**src/rtl/vtp_pkg.sv**
```systemverilog
package vtp_pkg;
    typedef enum logic [1:0] {
        ST_IDLE = 2'd0,
        ST_WAIT = 2'd1,
        ST_RUN  = 2'd2,
        ST_DONE = 2'd3
    } vtp_state_e;
endpackage

```
**src/rtl/vtp_timebase.sv**
```systemverilog
module vtp_timebase
    import vtp_pkg::*;
#(
    parameter int PW = 12
) (
    input  logic          clk,
    input  logic          rst_n,
    input  logic          line_start,
    input  logic          region_start,
    input  logic          sweep_en,
    input  logic          odd_line,
    input  logic [PW-1:0] pat_start,
    input  logic [PW-1:0] pat_len,
    input  logic [PW-1:0] rep_odd,
    input  logic [PW-1:0] rep_even,
    output vtp_state_e    state,
    output logic [PW-1:0] pix,
    output logic [PW-1:0] pos,
    output logic [PW-1:0] rep_idx
);
    localparam logic [PW-1:0] PIX_MAX = '1;

    vtp_state_e    state_n;
    logic [PW-1:0] pix_n, pos_n, rep_n, nrep, nrep_n, len_eff;
    logic          restart;

    assign restart = line_start && (!sweep_en || region_start);
    assign len_eff = (pat_len == '0) ? PW'(1) : pat_len;

    always_comb begin
        state_n = state;
        pix_n   = pix;
        pos_n   = pos;
        rep_n   = rep_idx;
        nrep_n  = nrep;
        if (restart) begin
            pix_n  = '0;
            pos_n  = '0;
            rep_n  = '0;
            nrep_n = odd_line ? rep_odd : rep_even;
            if (nrep_n == '0)           state_n = ST_DONE;
            else if (pat_start == '0)   state_n = ST_RUN;
            else                        state_n = ST_WAIT;
        end else begin
            if (line_start)            pix_n = '0;
            else if (pix != PIX_MAX)   pix_n = pix + 1'b1;
            unique case (state)
                ST_IDLE: ;
                ST_WAIT: begin
                    if (pix_n == pat_start) begin
                        state_n = ST_RUN;
                        pos_n   = '0;
                        rep_n   = '0;
                    end
                end
                ST_RUN: begin
                    if (pos == len_eff - 1'b1) begin
                        if (rep_idx + 1'b1 == nrep) begin
                            state_n = ST_DONE;
                        end else begin
                            rep_n = rep_idx + 1'b1;
                            pos_n = '0;
                        end
                    end else begin
                        pos_n = pos + 1'b1;
                    end
                end
                ST_DONE: ;
            endcase
        end
    end

    always_ff @(posedge clk or negedge rst_n) begin
        if (!rst_n) begin
            state   <= ST_IDLE;
            pix     <= '0;
            pos     <= '0;
            rep_idx <= '0;
            nrep    <= '0;
        end else begin
            state   <= state_n;
            pix     <= pix_n;
            pos     <= pos_n;
            rep_idx <= rep_n;
            nrep    <= nrep_n;
        end
    end

    // every line start brings the line pixel back to zero
    assert_pix_zero_R9: assert property (@(posedge clk) disable iff (!rst_n)
        line_start |=> (pix == '0));

    // a zero count at restart lands in DONE
    assert_zero_rep_R6: assert property (@(posedge clk) disable iff (!rst_n)
        (restart && ((odd_line ? rep_odd : rep_even) == '0)) |=> (state == ST_DONE));

    // DONE persists until a restart
    assert_done_sticky_R4: assert property (@(posedge clk) disable iff (!rst_n)
        (state == ST_DONE && !restart) |=> (state == ST_DONE));

    // the last position of a repetition wraps or finishes
    assert_rep_wrap_R4: assert property (@(posedge clk) disable iff (!rst_n)
        (state == ST_RUN && !restart && pos == len_eff - 1'b1)
            |=> (pos == '0 || state == ST_DONE));
endmodule

```
**src/rtl/vtp_level.sv**
```systemverilog
module vtp_level
    import vtp_pkg::*;
#(
    parameter int PW  = 12,
    parameter int NCH = 6
) (
    input  vtp_state_e        state,
    input  logic [PW-1:0]     pos,
    input  logic [PW-1:0]     rep_idx,
    input  logic              mult_en,
    input  logic [NCH-1:0]    start_pol,
    input  logic [NCH*PW-1:0] tog1_pos,
    input  logic [NCH*PW-1:0] tog2_pos,
    input  logic [NCH*PW-1:0] tog3_pos,
    output logic [NCH-1:0]    level
);
    logic [PW-1:0] ref_pt;
    logic          running;

    // In multiplier mode a toggle at tog*L is passed exactly when tog <= repetition index
    assign ref_pt  = mult_en ? rep_idx : pos;
    assign running = (state == ST_RUN);

    for (genvar ch = 0; ch < NCH; ch++) begin : g_ch
        logic passed1, passed2, passed3;
        assign passed1   = (tog1_pos[ch*PW +: PW] <= ref_pt);
        assign passed2   = (tog2_pos[ch*PW +: PW] <= ref_pt);
        assign passed3   = (tog3_pos[ch*PW +: PW] <= ref_pt);
        assign level[ch] = start_pol[ch] ^ (running & (passed1 ^ passed2 ^ passed3));
    end
endmodule

```
**src/rtl/vtp_hold.sv**
```systemverilog
module vtp_hold #(
    parameter int PW   = 12,
    parameter int NCH  = 6,
    parameter int NWIN = 2
) (
    input  logic               clk,
    input  logic               rst_n,
    input  logic               active,
    input  logic [PW-1:0]      pix,
    input  logic [NWIN*PW-1:0] hold_from,
    input  logic [NWIN*PW-1:0] hold_until,
    input  logic [NWIN-1:0]    hold_en,
    input  logic [NCH-1:0]     level,
    output logic [NCH-1:0]     v_out,
    output logic               holding
);
    logic [NWIN-1:0] in_win;
    logic [NCH-1:0]  held;

    for (genvar w = 0; w < NWIN; w++) begin : g_win
        assign in_win[w] = hold_en[w]
                         && (pix >= hold_from[w*PW +: PW])
                         && (pix <  hold_until[w*PW +: PW]);
    end

    assign holding = active && (|in_win);
    assign v_out   = holding ? held : level;

    always_ff @(posedge clk or negedge rst_n) begin
        if (!rst_n) held <= '0;
        else        held <= v_out;
    end

    // inside an enabled window the outputs do not move
    assert_freeze_hold_R7: assert property (@(posedge clk) disable iff (!rst_n)
        holding |-> (v_out == $past(v_out)));
endmodule

```
**src/rtl/vtp_sequencer.sv**
```systemverilog
module vtp_sequencer
    import vtp_pkg::*;
#(
    parameter int PW   = 12,
    parameter int NCH  = 6,
    parameter int NWIN = 2
) (
    input  logic               clk,
    input  logic               rst_n,
    input  logic               line_start,
    input  logic               region_start,
    input  logic               odd_line,
    input  logic               sweep_en,
    input  logic               mult_en,
    input  logic [NCH-1:0]     start_pol,
    input  logic [NCH*PW-1:0]  tog1_pos,
    input  logic [NCH*PW-1:0]  tog2_pos,
    input  logic [NCH*PW-1:0]  tog3_pos,
    input  logic [PW-1:0]      pat_start,
    input  logic [PW-1:0]      pat_len,
    input  logic [PW-1:0]      rep_odd,
    input  logic [PW-1:0]      rep_even,
    input  logic [NWIN*PW-1:0] hold_from,
    input  logic [NWIN*PW-1:0] hold_until,
    input  logic [NWIN-1:0]    hold_en,
    output logic [NCH-1:0]     v_out,
    output logic               done
);
    vtp_state_e     state;
    logic [PW-1:0]  pix, pos, rep_idx;
    logic [NCH-1:0] level;
    logic           holding;

    vtp_timebase #(.PW(PW)) u_timebase (
        .clk(clk), .rst_n(rst_n), .line_start(line_start),
        .region_start(region_start), .sweep_en(sweep_en), .odd_line(odd_line),
        .pat_start(pat_start), .pat_len(pat_len), .rep_odd(rep_odd),
        .rep_even(rep_even), .state(state), .pix(pix), .pos(pos),
        .rep_idx(rep_idx)
    );

    vtp_level #(.PW(PW), .NCH(NCH)) u_level (
        .state(state), .pos(pos), .rep_idx(rep_idx), .mult_en(mult_en),
        .start_pol(start_pol), .tog1_pos(tog1_pos), .tog2_pos(tog2_pos),
        .tog3_pos(tog3_pos), .level(level)
    );

    vtp_hold #(.PW(PW), .NCH(NCH), .NWIN(NWIN)) u_hold (
        .clk(clk), .rst_n(rst_n), .active(state != ST_IDLE), .pix(pix),
        .hold_from(hold_from), .hold_until(hold_until), .hold_en(hold_en),
        .level(level), .v_out(v_out), .holding(holding)
    );

    assign done = (state == ST_DONE);

    // once finished and not held, outputs sit at the start polarity
    assert_done_pol_R4: assert property (@(posedge clk) disable iff (!rst_n)
        (done && !holding) |-> (v_out == start_pol));

    // before the first restart nothing toggles
    assert_idle_quiet_R1: assert property (@(posedge clk) disable iff (!rst_n)
        (state == ST_IDLE) |-> (!done && v_out == start_pol));
endmodule

```
**config.mk**
```make
export PLATFORM = sky130hd
export DESIGN_NAME = vtp_sequencer
export DESIGN_NICKNAME = d
export VERILOG_FILES = /design/src/rtl/vtp_pkg.sv /design/src/rtl/vtp_timebase.sv /design/src/rtl/vtp_level.sv /design/src/rtl/vtp_hold.sv /design/src/rtl/vtp_sequencer.sv
export SDC_FILE = /design/constraint.sdc
export NUM_CORES = 1
export LEC_CHECK = 0
export ABC_AREA = 1
export BUFFER_PORTS_ARGS = -buffer_cell sky130_fd_sc_hd__buf_4
export CORE_ASPECT_RATIO = 0.75
export CORE_MARGIN = 2
export CORE_UTILIZATION = 40
export DETAILED_ROUTE_END_ITERATION = 12
export GPL_TIMING_DRIVEN = 0
export PLACE_DENSITY = 0.76
export SLEW_MARGIN = 20
export SYNTH_ARGS = -nofsm -noshare
export SYNTH_HDL_FRONTEND = slang
export SYNTH_SLANG_ARGS = --single-unit
```
**constraint.sdc**
```tcl
create_clock -name clk -period 5.5 [get_ports clk]
set_input_delay 1.1 -clock clk [delete_from_list [all_inputs] [get_ports clk]]
set_output_delay 1.1 -clock clk [all_outputs]
set_load 0.02 [all_outputs]
```
Word-level counts from Yosys, hierarchy flattened
Index checks and enable logic that the tools add are counted.
{"block": "totals", "regBits": 56, "in_bits": 327}
{"block": "classes", "muxes": 24, "eq_ne": 12, "n_addsub": 4, "magnitude_cmp": 22, "bitwise_logic": 24, "reduce_logical": 17}
{"cell": "$le 12x12->1", "n": 18}
{"cell": "$mux 12", "n": 14}
{"cell": "$pmux 12 s2", "n": 2}
{"cell": "$add 12x1->12 const B", "n": 3}
{"cell": "$eq 12x12->1", "n": 3}
{"cell": "$logic_not 12->1", "n": 3}
{"cell": "$ge 12x12->1", "n": 2}
{"cell": "$lt 12x12->1", "n": 2}
{"cell": "$xor 1x1->1", "n": 18}
{"cell": "$mux 2", "n": 6}
{"cell": "$ne 12x12->1 const B", "n": 1}
{"cell": "$sub 12x1->12 const B", "n": 1}
{"cell": "$ne 3x3->1 const B", "n": 3}
{"cell": "$reduce_and 4->1", "n": 2}
{"cell": "$and 1x1->1", "n": 6}
{"cell": "$logic_and 1x1->1", "n": 6}
{"cell": "$mux 6", "n": 1}
{"cell": "$eq 2x2->1 const B", "n": 2}
{"cell": "$ne 4x4->1 const B", "n": 1}
{"cell": "$pmux 2 s2", "n": 1}
{"cell": "$ne 3x1->1 const B", "n": 1}
{"cell": "$reduce_and 3->1", "n": 1}
{"cell": "$reduce_bool 3->1", "n": 1}
{"cell": "$eq 2x1->1 const B", "n": 1}
{"cell": "other kinds (4)", "n": 4}

Depth between registers and ports, before layout
Gate-level depths: netlist of the first run.
{"block": "depth", "ltp_word": 8, "ltp_mapped": 22, "depth_no_buf": 21}

Hierarchy
From an unflattened synthesis of the first run, not the netlist that was laid out.
{"block": "hier_totals", "hier_cells": 1902, "area_unflattened_um2": 11848.9}
{"module": "vtp_level", "cells_each": 928, "seq_area_each_um2": 0.0, "n_inst": 1, "area_per_inst_um2": 5878.1}
{"module": "vtp_timebase", "cells_each": 730, "seq_area_each_um2": 1251.2, "n_inst": 1, "area_per_inst_um2": 4423.0}
{"module": "vtp_hold", "cells_each": 239, "seq_area_each_um2": 150.1, "n_inst": 1, "area_per_inst_um2": 1529.0}
{"module": "vtp_sequencer", "cells_each": 5, "seq_area_each_um2": 0.0, "n_inst": 1, "area_per_inst_um2": 18.8}

Least setup slack after synthesis of the first run
OpenSTA, ideal clock, no wires.
{"block": "synth_timing", "path_kind": "input to output", "start": "in mult_en", "end": "out v_out[3]", "path_slack_ns": 0.475, "arrival_ns": 3.925, "path_stages": 15, "cell_sequence": "clkbuf_1 > o21ai_0 > ha_1 > a21oi_1 > o21a_1 > o21ai_0 > o21ai_0 > inv_1 > nand2_1 > nand2_1 > nand2_1 > nand3_1 > nand2_1 > nand3_1 > nand2_1"}
{"block": "synth_via", "elab_chain_len": 7, "elab_cells_between_ends": 9, "classes_between": "3 x order compare; 2 x mux; 4 x bitwise"}
{"element": "start, declared", "line": "vtp_sequencer.sv:14", "text": "input logic mult_en,"}
{"element": "$mux 12 (*)", "line": "vtp_level.sv:21", "text": "assign ref_pt = mult_en ? rep_idx : pos;"}
{"element": "$le 12x12->1, on equally long branches", "line": "vtp_level.sv:26, vtp_level.sv:27"}
{"element": "$xor 1x1->1", "line": "vtp_level.sv:29", "text": "assign level[ch] = start_pol[ch] ^ (running & (passed1 ^ passed2 ^ passed3));"}
{"element": "$xor 1x1->1 (*)", "line": "vtp_level.sv:29"}
{"element": "$and 1x1->1 (*)", "line": "vtp_level.sv:29"}
{"element": "$xor 1x1->1 (*)", "line": "vtp_level.sv:29"}
{"element": "$mux 6 (*)", "line": "vtp_hold.sv:27", "text": "assign v_out = holding ? held : level;"}
{"element": "end, declared", "line": "vtp_sequencer.sv:26", "text": "output logic [NCH-1:0] v_out,"}
Every way passes the cells marked *; elsewhere a longest branch is shown, timed or not.

Worst setup path after layout of the first run
Ends and elaborated chain as after synthesis.

==> key figures, run 1 <==
Outcome
  – Status: finished, final reports clean

Routing
  – Total Routed Length: 38200 um
  – Final ANT Viol Nets: 0
  – DRC viols: 0
  – Iter 0 DRT Violations: 633
  – Drt pass-1 iters: 7
  – Via Count: 12300
  – WL/cell: 16.2 um
  – Via density: 5.24

Clock network
  – Hold Buf Count CTS: 0
  – H-tree Lvls: 2
  – CTS tree: built
  – Clk_lat worst skew: 0.30 ns
  – Cts bufs inserted: 5
  – Buffer count from post-CTS setup fixing: 0
  – Clk Tree Root Cell: clkbuf_16
  – CTS Sinks: 56
  – CTS Buffer Depth: 2
  – Clock slew at reported path FFs: 0.07 ns

Place
  – Pre-CTS WS: -0.251 ns
  – Final Wtd Congestion: 0.944
  – Post-DP HPWL: 32300 um
  – Area post-placement: 14200 sq um
  – Number of port buffers: 332

STA
  – Final worst path period share: 93.8%
  – Slew @ Worst Pin: 0.847 ns
  – Final setup vio count: 0
  – Final min period: 5.16 ns
  – Peak Freq: 0.194 GHz
  – Final TNS setup: 0 ns
  – Final hold slack: 0.511 ns
  – Clock Skews: 0.00695 ns
  – Slew margin rel.: 43.3%
  – Final worst slack: 0.342 ns
  – RSZ-0062 raised after global routing: false
  – Final Hold Viols: 0
  – Final slew viol count: 0

Die
  – Die height: 147 um
  – FP Rows: 52
  – Die width: 194 um
  – Die footprint: 28600 sq um
  – Starting Density: 40.5%
  – Core area: 26900 sq um
  – I/O pin count: 334

Logic synthesis
  – Yosys synthesis warning count: 0
  – Syn Area/Cell: 6.59 sq um
  – Synth Flop Type: dfrtp_1
  – Synth Net Count: 2244
  – Cell count after synthesis: 1651
  – Yosys reg bits: 56
  – Synth Area in Compound Gates: 12.0%
  – Register area share after synthesis: 12.9%
  – Async SR Flop Fraction: 100%
  – Synth Area in Simple Gates: 31.6%
  – Synth Area in XOR/XNOR: 2.51%
  – Unique masters post-synth: 45
  – Multiplexer share of the synthesized area: 0.483%
  – Largest family of logic cells by synthesized area: simple AND/OR/NAND/NOR gates
  – Post-synthesis instance area: 10900 sq um
  – Synth Area in Adders: 30.6%
  – Number of synthesized flops with an enable pin: 0

Pwr
  – Clock Power Share: 16.7%
  – Flop pwr share: 22.2%
  – Leak Pwr: 8.14 nW
  – Sw Ratio: 44.1%
  – Comb power frac: 61.1%
  – Tot Pwr: 2.24 mW
  – Net Switching: 0.988 mW
  – Pwr/cell area: 156 nW/um^2
  – Peak supply drop: 115 uV
  – Internal: 1.25 mW

Global route
  – Largest net degree at the start of global routing: 57
  – Initial antenna violation count: 0
  – First-pass GRT wire length: 61000 um
  – Grt total ovfl: 0
  – Vias in the first global route: 12000
  – Gr usage total: 26.6%

Final layout
  – Fill cell count: 2577
  – Share of cells above drive strength 1: 20.3%
  – Commonest non-fill, non-tap cell in the layout: nand2_1
  – Leading cell types in the layout, fill and taps excluded: 424 x nand2_1, 335 x buf_4, 266 x ha_1, 255 x inv_1, 120 x nor2_1
  – Nets: 2594
  – Diode count: 0
  – Fin area: 14400 sq um
  – Area growth syn-to-layout: 32.0%

Worst setup path
  – CP required: 4.40 ns
  – Crit Path Class: primary input to output pin
  – CP endpoint kind: output pin
  – Critical path data arrival time: 4.06 ns
  – CP Launch Type: primary input
  – Critical path peak fanout: 18

Flow run
  – Maxcap violations: 0

Worst hold path
  – Worst hold path class: register to register
power by group through the flow:
stage                     Combinational [mW]  Clock (mW)  Sequential (mW)
after floorplan                        0.797           0            0.492
after detailed placement                1.36           0            0.505
final                                   1.37       0.373            0.498
after global placement                  1.25           0            0.501
after global routing                    1.55       0.394            0.505
after CTS                               1.37       0.379            0.497
metrics by stage:
step	std cells	utilization, %
after detailed placement	2345	52.8
after global routing	2353	53.5
after floorplan	1651	-
after CTS	2353	53.5
after global placement	2334	51.4
final	2353	53.5
routing by layer:
metal | GRT usage (%) | vias up | routed length, um
met5 | 0 | - | 0
met3 | 4.64 | 101 | 2570
met2 | 43.7 | 431 | 16700
met1 | 35.0 | 5543 | 17300
met4 | 10.2 | 0 | 1590
li1 | - | 6245 | -
timing repair:
| action | in CTS | in global routing |
|---|---|---|
| pin swaps | 0 | 1 |
| endpoints found under the setup margin | 4 | 3 |
| hold endpoints to repair | 0 | 0 |
| gates resized for setup | 1 | 4 |
cells in the mapped netlist, types with 3 or more instances:
cell	n	area [sq um]
nand2_2	5	31.3
or2_2	4	25.0
o22ai_1	7	43.8
mux2i_1	3	30.0
nor4_1	5	31.3
inv_2	4	15.0
o21ai_0	65	325
xor2_1	16	140
nor2_4	3	33.8
dfrtp_1	56	1400
a31oi_1	3	18.8
o21ai_1	3	15.0
nand4_1	73	457
nand3_1	106	531
a21oi_1	118	591
buf_4	3	22.5
inv_1	255	957
a21o_1	3	22.5
o21a_1	17	128
xnor2_1	10	87.6
nand3_2	5	50.1
nand3b_1	12	90.1
nand2_1	424	1590
o21bai_1	11	82.6
ha_1	266	3330
nor2_1	120	450
o211ai_1	4	30.0
nor3_1	7	35.0
nor2_2	6	37.5
clkbuf_1	13	48.8
nand2_4	3	33.8
cell type report:
class,count,area (sq um),area share [%]
clock buffers,5,125,0.871
clock inverters,3,42.5,0.296
inverters,260,976,6.79
plain buffers,20,106,0.740
repair buffers,343,2730,19.0
flip-flops and latches,56,1400,9.76
multi-input cells,1315,8540,59.5
well taps,351,439,3.06
flip-flops by register name (all words and copies together), names as in the netlist:
register	flops
u_hold.held	6
u_timebase.rep_idx	12
u_timebase.pix	12
u_timebase.nrep	12
u_timebase.state	2
u_timebase.pos	12
worst max-delay path: stages:
cell      delay, ns
buf_4          0.16
buf_2          0.43
nand2_1        0.17
o21ai_4        0.34
ha_1           0.38
nand2_1        0.09
nor2_1         0.04
nand2_1        0.08
nor2_1         0.06
a21boi_0       0.12
o21ai_0        0.32
inv_1          0.08
nand2_1        0.09
nand2_1        0.05
nand2_1        0.07
nand3_1        0.07
nand2_1        0.08
nand3_1        0.06
nand2_1        0.09
buf_4          0.15
cells by family after synthesis:
logic type | count (synthesis)
mux | 5
compound gates | 238
simple gates | 778
flops | 56
xor+xnor | 28
buf+inv | 280
fa+ha+maj | 266
final timing paths:
path	from	to	slack, ns	depth (start not counted)
worst max register to register	u_timebase.pos[11]$_DFFE_PN0P_	u_hold.held[3]$_DFF_PN0_	2.54	15
max in group asynchronous	rst_n	u_timebase.pos[11]$_DFFE_PN0P_	4.16	1
min in group asynchronous	rst_n	u_timebase.rep_idx[2]$_DFFE_PN0P_	0.83	1
worst min-delay path	u_hold.held[0]$_DFF_PN0_	u_hold.held[0]$_DFF_PN0_	0.51	2
worst min register to register	u_hold.held[0]$_DFF_PN0_	u_hold.held[0]$_DFF_PN0_	0.51	2
worst max-delay path	mult_en	v_out[3]	0.34	20
No activity file was read; power rests on OpenSTA's default activity.
==> run 2: changes to the inputs <==
PLACE_DENSITY = 0.78   (was 0.76)
clock period = 4.55 ns   (was 5.5 ns; I/O delays follow)
==> run 2 against run 1 <==
Routed wire length is 0.44% lower; clock-buffer cell count is 1 higher; critical path depth is 2 lower; highest routed layer unchanged.
==> key figures, run 2 (same netlist as run 1, synthesis figures left out) <==
Worst setup path
  – Critical path peak fanout: 16 (-2)
  – Crit Path Class: primary input to output pin
  – CP required: 3.64 ns (-0.76 ns)
  – CP Launch Type: primary input
  – CP max-delay cell: ha_1
  – CP dominant cell by count: nand2_1
  – CP endpoint kind: output pin
  – Critical path data arrival time: 3.50 ns (-0.56 ns)
  – Worst-path cell chain: buf_4, buf_8, nand2_1, o21ai_4, buf_16, ha_1, nand2_1, nor2_1, nand4_1, nor3_1, o21bai_1, nand2_1, nand3_1, nand3_1, nand2_1, nand3_1, nand2_1, buf_4
  – Crit path largest cell delay: 0.28 ns (-0.15 ns)

Die
  – Core area: 26900 sq um (unchanged)
  – Die height: 147 um (unchanged)
  – Die width: 194 um (unchanged)
  – I/O pin count: 334 (unchanged)
  – FP Rows: 52 (unchanged)
  – Starting Density: 40.5% (unchanged)
  – Die footprint: 28600 sq um (unchanged)

Final layout
  – Area growth syn-to-layout: 33.2%
  – Fill cell count: 2621 (+1.7%)
  – Leading cell types in the layout, fill and taps excluded: 424 x nand2_1, 339 x buf_4, 266 x ha_1, 255 x inv_1
  – Commonest non-fill, non-tap cell in the layout: nand2_1
  – Diode count: 0 (unchanged)
  – Nets: 2600 (+0.23%)
  – Share of cells above drive strength 1: 20.9% (+0.59 points)
  – Fin area: 14500 sq um (+0.97%)

Flow run
  – Maxcap violations: 0 (unchanged)

Place
  – Final Wtd Congestion: 0.947 (+0.32%)
  – Number of port buffers: 332 (unchanged)
  – Post-DP HPWL: 31800 um (-1.4%)
  – Area post-placement: 14200 sq um (+0.35%)

Worst hold path
  – Worst hold path class: register to register

Global route
  – Largest net degree at the start of global routing: 57 (unchanged)
  – Vias in the first global route: 12300 (+2.1%)
  – Initial antenna violation count: 0 (unchanged)
  – Grt total ovfl: 0 (unchanged)
  – Gr usage total: 26.1% (-0.52 points)
  – First-pass GRT wire length: 60500 um (-0.87%)

Clock network
  – CTS Buffer Depth: 2 (unchanged)
  – H-tree Lvls: 2 (unchanged)
  – CTS tree: built
  – Cts bufs inserted: 5 (unchanged)
  – CTS Sinks: 56 (unchanged)
  – Clk_lat worst skew: 0.30 ns (about the same)
  – Clk Tree Root Cell: clkbuf_16
  – Hold Buf Count CTS: 0 (unchanged)
  – Clock slew at reported path FFs: 0.07 ns (about the same)

STA
  – RSZ-0062 raised after global routing: true
  – Final slew viol count: 0 (unchanged)
  – Slew @ Worst Pin: 0.764 ns (-0.0833 ns)
  – Final worst path period share: 97.0%
  – Peak Freq: 0.227 GHz
  – Final min period: 4.41 ns
  – Final Hold Viols: 0 (unchanged)
  – Final hold slack: 0.513 ns (+0.00182 ns)
  – Clock Skews: 0.00524 ns (-0.00171 ns)
  – Slew margin rel.: 49.1% (+5.8 points)
  – Final setup vio count: 0 (unchanged)

Routing
  – Total Routed Length: 38100 um (-0.44%)
  – DRC viols: 0 (unchanged)
  – Drt pass-1 iters: 5 (-2)
  – Via Count: 12400 (+0.88%)
  – Final ANT Viol Nets: 0 (unchanged)
  – Via density: 5.27 (+0.63%)
  – Iter 0 DRT Violations: 634 (+0.16%)
  – WL/cell: 16.1 um (-0.70%)

Pwr
  – Pwr/cell area: 186 nW/um^2 (+19%)
  – Peak supply drop: 152 uV (+32%)
  – Leak Pwr: 8.20 nW (+0.81%)

Outcome
  – Status: finished, final reports clean
[run 2: final timing paths]
path / from / endpoint / slack (ns) / cells after the start
worst max-delay path: mult_en / v_out[3] / 0.14 / 18
worst min-delay path: u_timebase.nrep[3]$_DFFE_PN0P_ / u_timebase.nrep[3]$_DFFE_PN0P_ / 0.51 / 2
worst max register to register: u_timebase.pix[1]$_DFF_PN0_ / u_timebase.pos[5]$_DFFE_PN0P_ / 1.82 / 16
worst min register to register: u_timebase.nrep[3]$_DFFE_PN0P_ / u_timebase.nrep[3]$_DFFE_PN0P_ / 0.51 / 2
max in group asynchronous: rst_n / u_timebase.pix[10]$_DFF_PN0_ / 3.37 / 1
min in group asynchronous: rst_n / u_timebase.rep_idx[2]$_DFFE_PN0P_ / 0.67 / 1
[run 2: timing repair]
action | CTS | global route
resized for setup | 5 | 12
endpoints found under the setup margin | 6 | 6
pin swaps | 1 | 2
setup buffers | 3 | 2
[run 2: critical path: cells and delay by family]
family	cells	cell delay, ns
AOI/OAI and AO/OA	2	0.28
adders and majority gates	1	0.28
buffers and inverters	4	0.69
and+or+nand+nor	11	1.33
[run 2: final cells by class]
cell class	count	area, sq um	share of cell area [%]
buffer	20	119	0.820
clock buffer	6	139	0.958
tap	351	439	3.03
clock inverter	2	10.0	0.0690
multi-input combinational	1315	8570	59.1
inverter	260	976	6.73
sequential	56	1400	9.66
timing repair buffer	349	2850	19.6
[run 2: power by group]
group / switching [mW] / leakage [nW] / internal (mW) / total, mW
Sequential: 0.0481 / 0.738 / 0.553 / 0.601
Combinational: 0.958 / 7.39 / 0.728 / 1.69
Clock: 0.187 / 0.0766 / 0.218 / 0.405
Total: 1.19 / 8.20 / 1.50 / 2.69
[run 2: metal layers]
metal / global-route usage, % / routed length [um] / up-vias
met2: 45.9 / 17600 / 420
met5: 0 / 0 / -
met3: 2.80 / 2210 / 69
met4: 6.62 / 1060 / 0
met1: 34.2 / 17100 / 5681
li1: - / - / 6259
[run 2: metrics by stage]
| stage | TNS, ns | worst slack [ns] | total power, mW | instances | utilization, % |
|---|---|---|---|---|---|
| after floorplan | -0.0333 | -0.0258 | 1.56 | 1651 | - |
| after global routing | -0.0357 | -0.0357 | 2.95 | 2359 | 54.0 |
| final | 0 | 0.137 | 2.69 | 2359 | 54.0 |
| after global placement | -21.54 | -2.44 | 2.11 | 2334 | 51.4 |
| after detailed placement | -3.72 | -0.748 | 2.28 | 2346 | 53.0 |
| after CTS | 0 | 0.0626 | 2.69 | 2357 | 53.7 |
==> run 3: changes to the inputs <==
CORE_ASPECT_RATIO = not set   (was 0.75)
==> run 3 against run 2 <==
Global-route usage decreased by 0.76 points; worst hold slack worse by 0.0027 ns; sequential cell count unchanged; clock-buffer cell count unchanged; via count shrank 0.68%; sequential share of layout area decreased by 0.11 points; non-clock buffer count is 10 higher; clock skew up 0.0032 ns; utilization rose by 0.77 points.
==> key figures, run 3 (same netlist as run 1, synthesis figures left out) <==
STA
  – Final Hold Viols: 0 (unchanged)
  – Final min period: 4.33 ns (-0.0817 ns)
  – Final worst path period share: 95.2% (-1.8 points)
  – Final worst slack: 0.218 ns (+0.0817 ns)
  – Final setup vio count: 0 (unchanged)
  – Slew margin rel.: 51.1% (+2.1 points)
  – Final slew viol count: 0 (unchanged)
  – Clock Skews: 0.00848 ns (+0.00325 ns)
  – Slew @ Worst Pin: 0.733 ns (-0.0312 ns)
  – Final hold slack: 0.510 ns (-0.00267 ns)
  – Peak Freq: 0.231 GHz (+1.9%)

Die
  – Die footprint: 28500 sq um (about the same)
  – Die width: 169 um (-13%)
  – Die height: 169 um (+15%)
  – Starting Density: 40.6% (+0.11 points)
  – I/O pin count: 334 (unchanged)
  – FP Rows: 60 (+15%)
  – Core area: 26800 sq um (-0.26%)

Worst setup path
  – CP Buf/Inv Count: 5 (+1)
  – CP dominant cell by count: nand2_1
  – Critical path data arrival time: 3.42 ns (-0.08 ns)
  – Worst path depth: 18 (unchanged)
  – R2r setup slk: 1.84 ns (+0.02 ns)
  – CP Launch Type: primary input
  – Worst Reg-to-Reg Cells: 16 (unchanged)
  – CP max-delay cell: o21ai_4
  – Crit Path Class: primary input to output pin
  – Critical path peak fanout: 13 (-3)
  – CP endpoint kind: output pin
  – Crit path largest cell delay: 0.37 ns (+0.09 ns)
  – Worst-path cell chain: buf_4, clkbuf_8, o21ai_4, buf_16, ha_1, nand2_1, nor2_1, nand4_1, o22ai_2, inv_1, nand2_1, nand2_1, nand2_1, nand3_1, nand2_1, nand3_1, nand2_1, buf_4
  – Reg2reg end: u_hold.held[5]$_DFF_PN0_
  – CP required: 3.64 ns (about the same)
  – Delay-heaviest family, CP: simple AND/OR/NAND/NOR gates
  – Worst R2R Start: u_timebase.pos[7]$_DFFE_PN0P_

Place
  – Area post-placement: 14300 sq um (+0.19%)
  – Dpl cells: 2336 (-0.43%)
  – Pre-CTS WS: -0.648 ns (+0.100 ns)
  – Number of port buffers: 332 (unchanged)
  – Post-DP HPWL: 30800 um (-3.3%)
  – Final Wtd Congestion: 0.937 (-1.0%)

Outcome
  – Status: finished, final reports clean

Routing
  – WL/cell: 15.8 um (-2.1%)
  – Final ANT Viol Nets: 0 (unchanged)
  – Drt pass-1 iters: 5 (unchanged)
  – Via Count: 12300 (-0.68%)
  – Iter 0 DRT Violations: 698 (+10%)
  – Via density: 5.23 (-0.80%)
  – DRC viols: 0 (unchanged)
  – Total Routed Length: 37300 um (-2.0%)

Final layout
  – Commonest non-fill, non-tap cell in the layout: nand2_1
  – Post-route non-filler standard cell count: 2362 (+0.13%)
  – Area growth syn-to-layout: 34.8%
  – Nets: 2610 (+0.38%)
  – Share of cells above drive strength 1: 21.4% (+0.54 points)
  – Leading cell types in the layout, fill and taps excluded: 422 x nand2_1, 346 x buf_4, 266 x ha_1, 255 x inv_1, 120 x nor2_1
  – Fin area: 14700 sq um (+1.2%)

Clock network
  – Clk Tree Root Cell: clkbuf_16
  – Cts bufs inserted: 5 (unchanged)
  – Hold Buf Count CTS: 0 (unchanged)
  – CTS Buffer Depth: 2 (unchanged)
  – Clock slew at reported path FFs: 0.07 ns (about the same)
  – H-tree Lvls: 2 (unchanged)
  – Clk_lat worst skew: 0.30 ns (about the same)
  – CTS tree: built
  – CTS Sinks: 56 (unchanged)

Global route
  – First-pass GRT wire length: 58300 um (-3.6%)
  – Initial antenna violation count: 3 (+3)
  – Vias in the first global route: 12000 (-2.4%)
  – Grt total ovfl: 0 (unchanged)
  – Largest net degree at the start of global routing: 57 (unchanged)
  – Gr usage total: 25.4% (-0.76 points)

Worst hold path
  – Worst Hold Path EP: u_timebase.nrep[3]$_DFFE_PN0P_
  – Worst hold path class: register to register
  – Hold Startpoint: u_timebase.nrep[3]$_DFFE_PN0P_
  – Hold depth: 2 (unchanged)

Pwr
  – Pwr/cell area: 185 nW/um^2 (-0.32%)
  – Peak supply drop: 157 uV (+3.2%)
  – Leak Pwr: 8.28 nW (+0.95%)

Flow run
  – Maxcap violations: 0 (unchanged)
## run 3: cell types whose count changed in the layout (fill, tap and decap cells not counted), sizes merged
cell | before | now
buf | 358 | 367
diode | 0 | 3
clkbuf | 17 | 18
clkinv | 3 | 2
inv | 259 | 260
## run 3: cell type report
type                            count  area (sq um)
Tap cell                          341           427
Clock inverter                      2          13.8
Buffer                             20           121
Sequential cell                    56          1400
Fill cell                        2501         12100
Timing Repair Buffer              359          2990
Clock buffer                        6           139
Inverter                          260           976
Multi-Input combinational cell   1315          8600
Antenna cell                        3          7.51
## run 3: layer usage
layer  GRT usage (%)  share of wire (%)  vias up
li1                -                  -     6285
met1            31.9                 43     5605
met2            45.1                 48      377
met3            3.02                5.8       78
met4            7.91                3.0        0
met5               0                  0        -
## run 3: repair_timing
item	in CTS	in global routing
setup endpoints to repair	6	6
cloned	0	0
buffers inserted	2	13
gates resized for setup	5	16
pin swaps	3	6
## run 3: worst reg2reg max path: stages (launching register included)
cell and delay (ns):
dfrtp_1 0.33, clkbuf_1 0.42, o21ai_4 0.14, buf_16 0.19, ha_1 0.31, nand2_1 0.05
inv_1 0.06, nand3_1 0.06, nor2_1 0.13, nand3_1 0.08, o21ai_0 0.24, nand2b_1 0.16
nand2_1 0.05, nand2_1 0.07, nand4_1 0.09, nand3_1 0.12, nand2_1 0.09
## run 3: power breakdown
part	switching (mW)	total [mW]	internal (mW)
sequential	0.0487	0.602	0.553
combinational	0.958	1.71	0.750
clock	0.184	0.405	0.221
total	1.19	2.71	1.52
## run 3: worst max path at each step
stage | slack, ns | from | end
final | 0.22 | mult_en | v_out[0]
after global routing | -0.04 | mult_en | v_out[1]
after CTS | 0.003 | mult_en | v_out[5]
after detailed placement | -0.65 | mult_en | v_out[0]
after global placement | -2.52 | mult_en | v_out[3]
after floorplan | -0.03 | mult_en | v_out[3]
## run 3: stage by stage
stage | TNS [ns] | utilization (%) | total power, mW
final | 0 | 54.7 | 2.71
after global routing | -0.0394 | 54.7 | 2.98
after CTS | 0 | 53.9 | 2.69
after detailed placement | -3.61 | 53.2 | 2.27
after global placement | -23.90 | 51.5 | 2.10
after floorplan | -0.0333 | - | 1.56
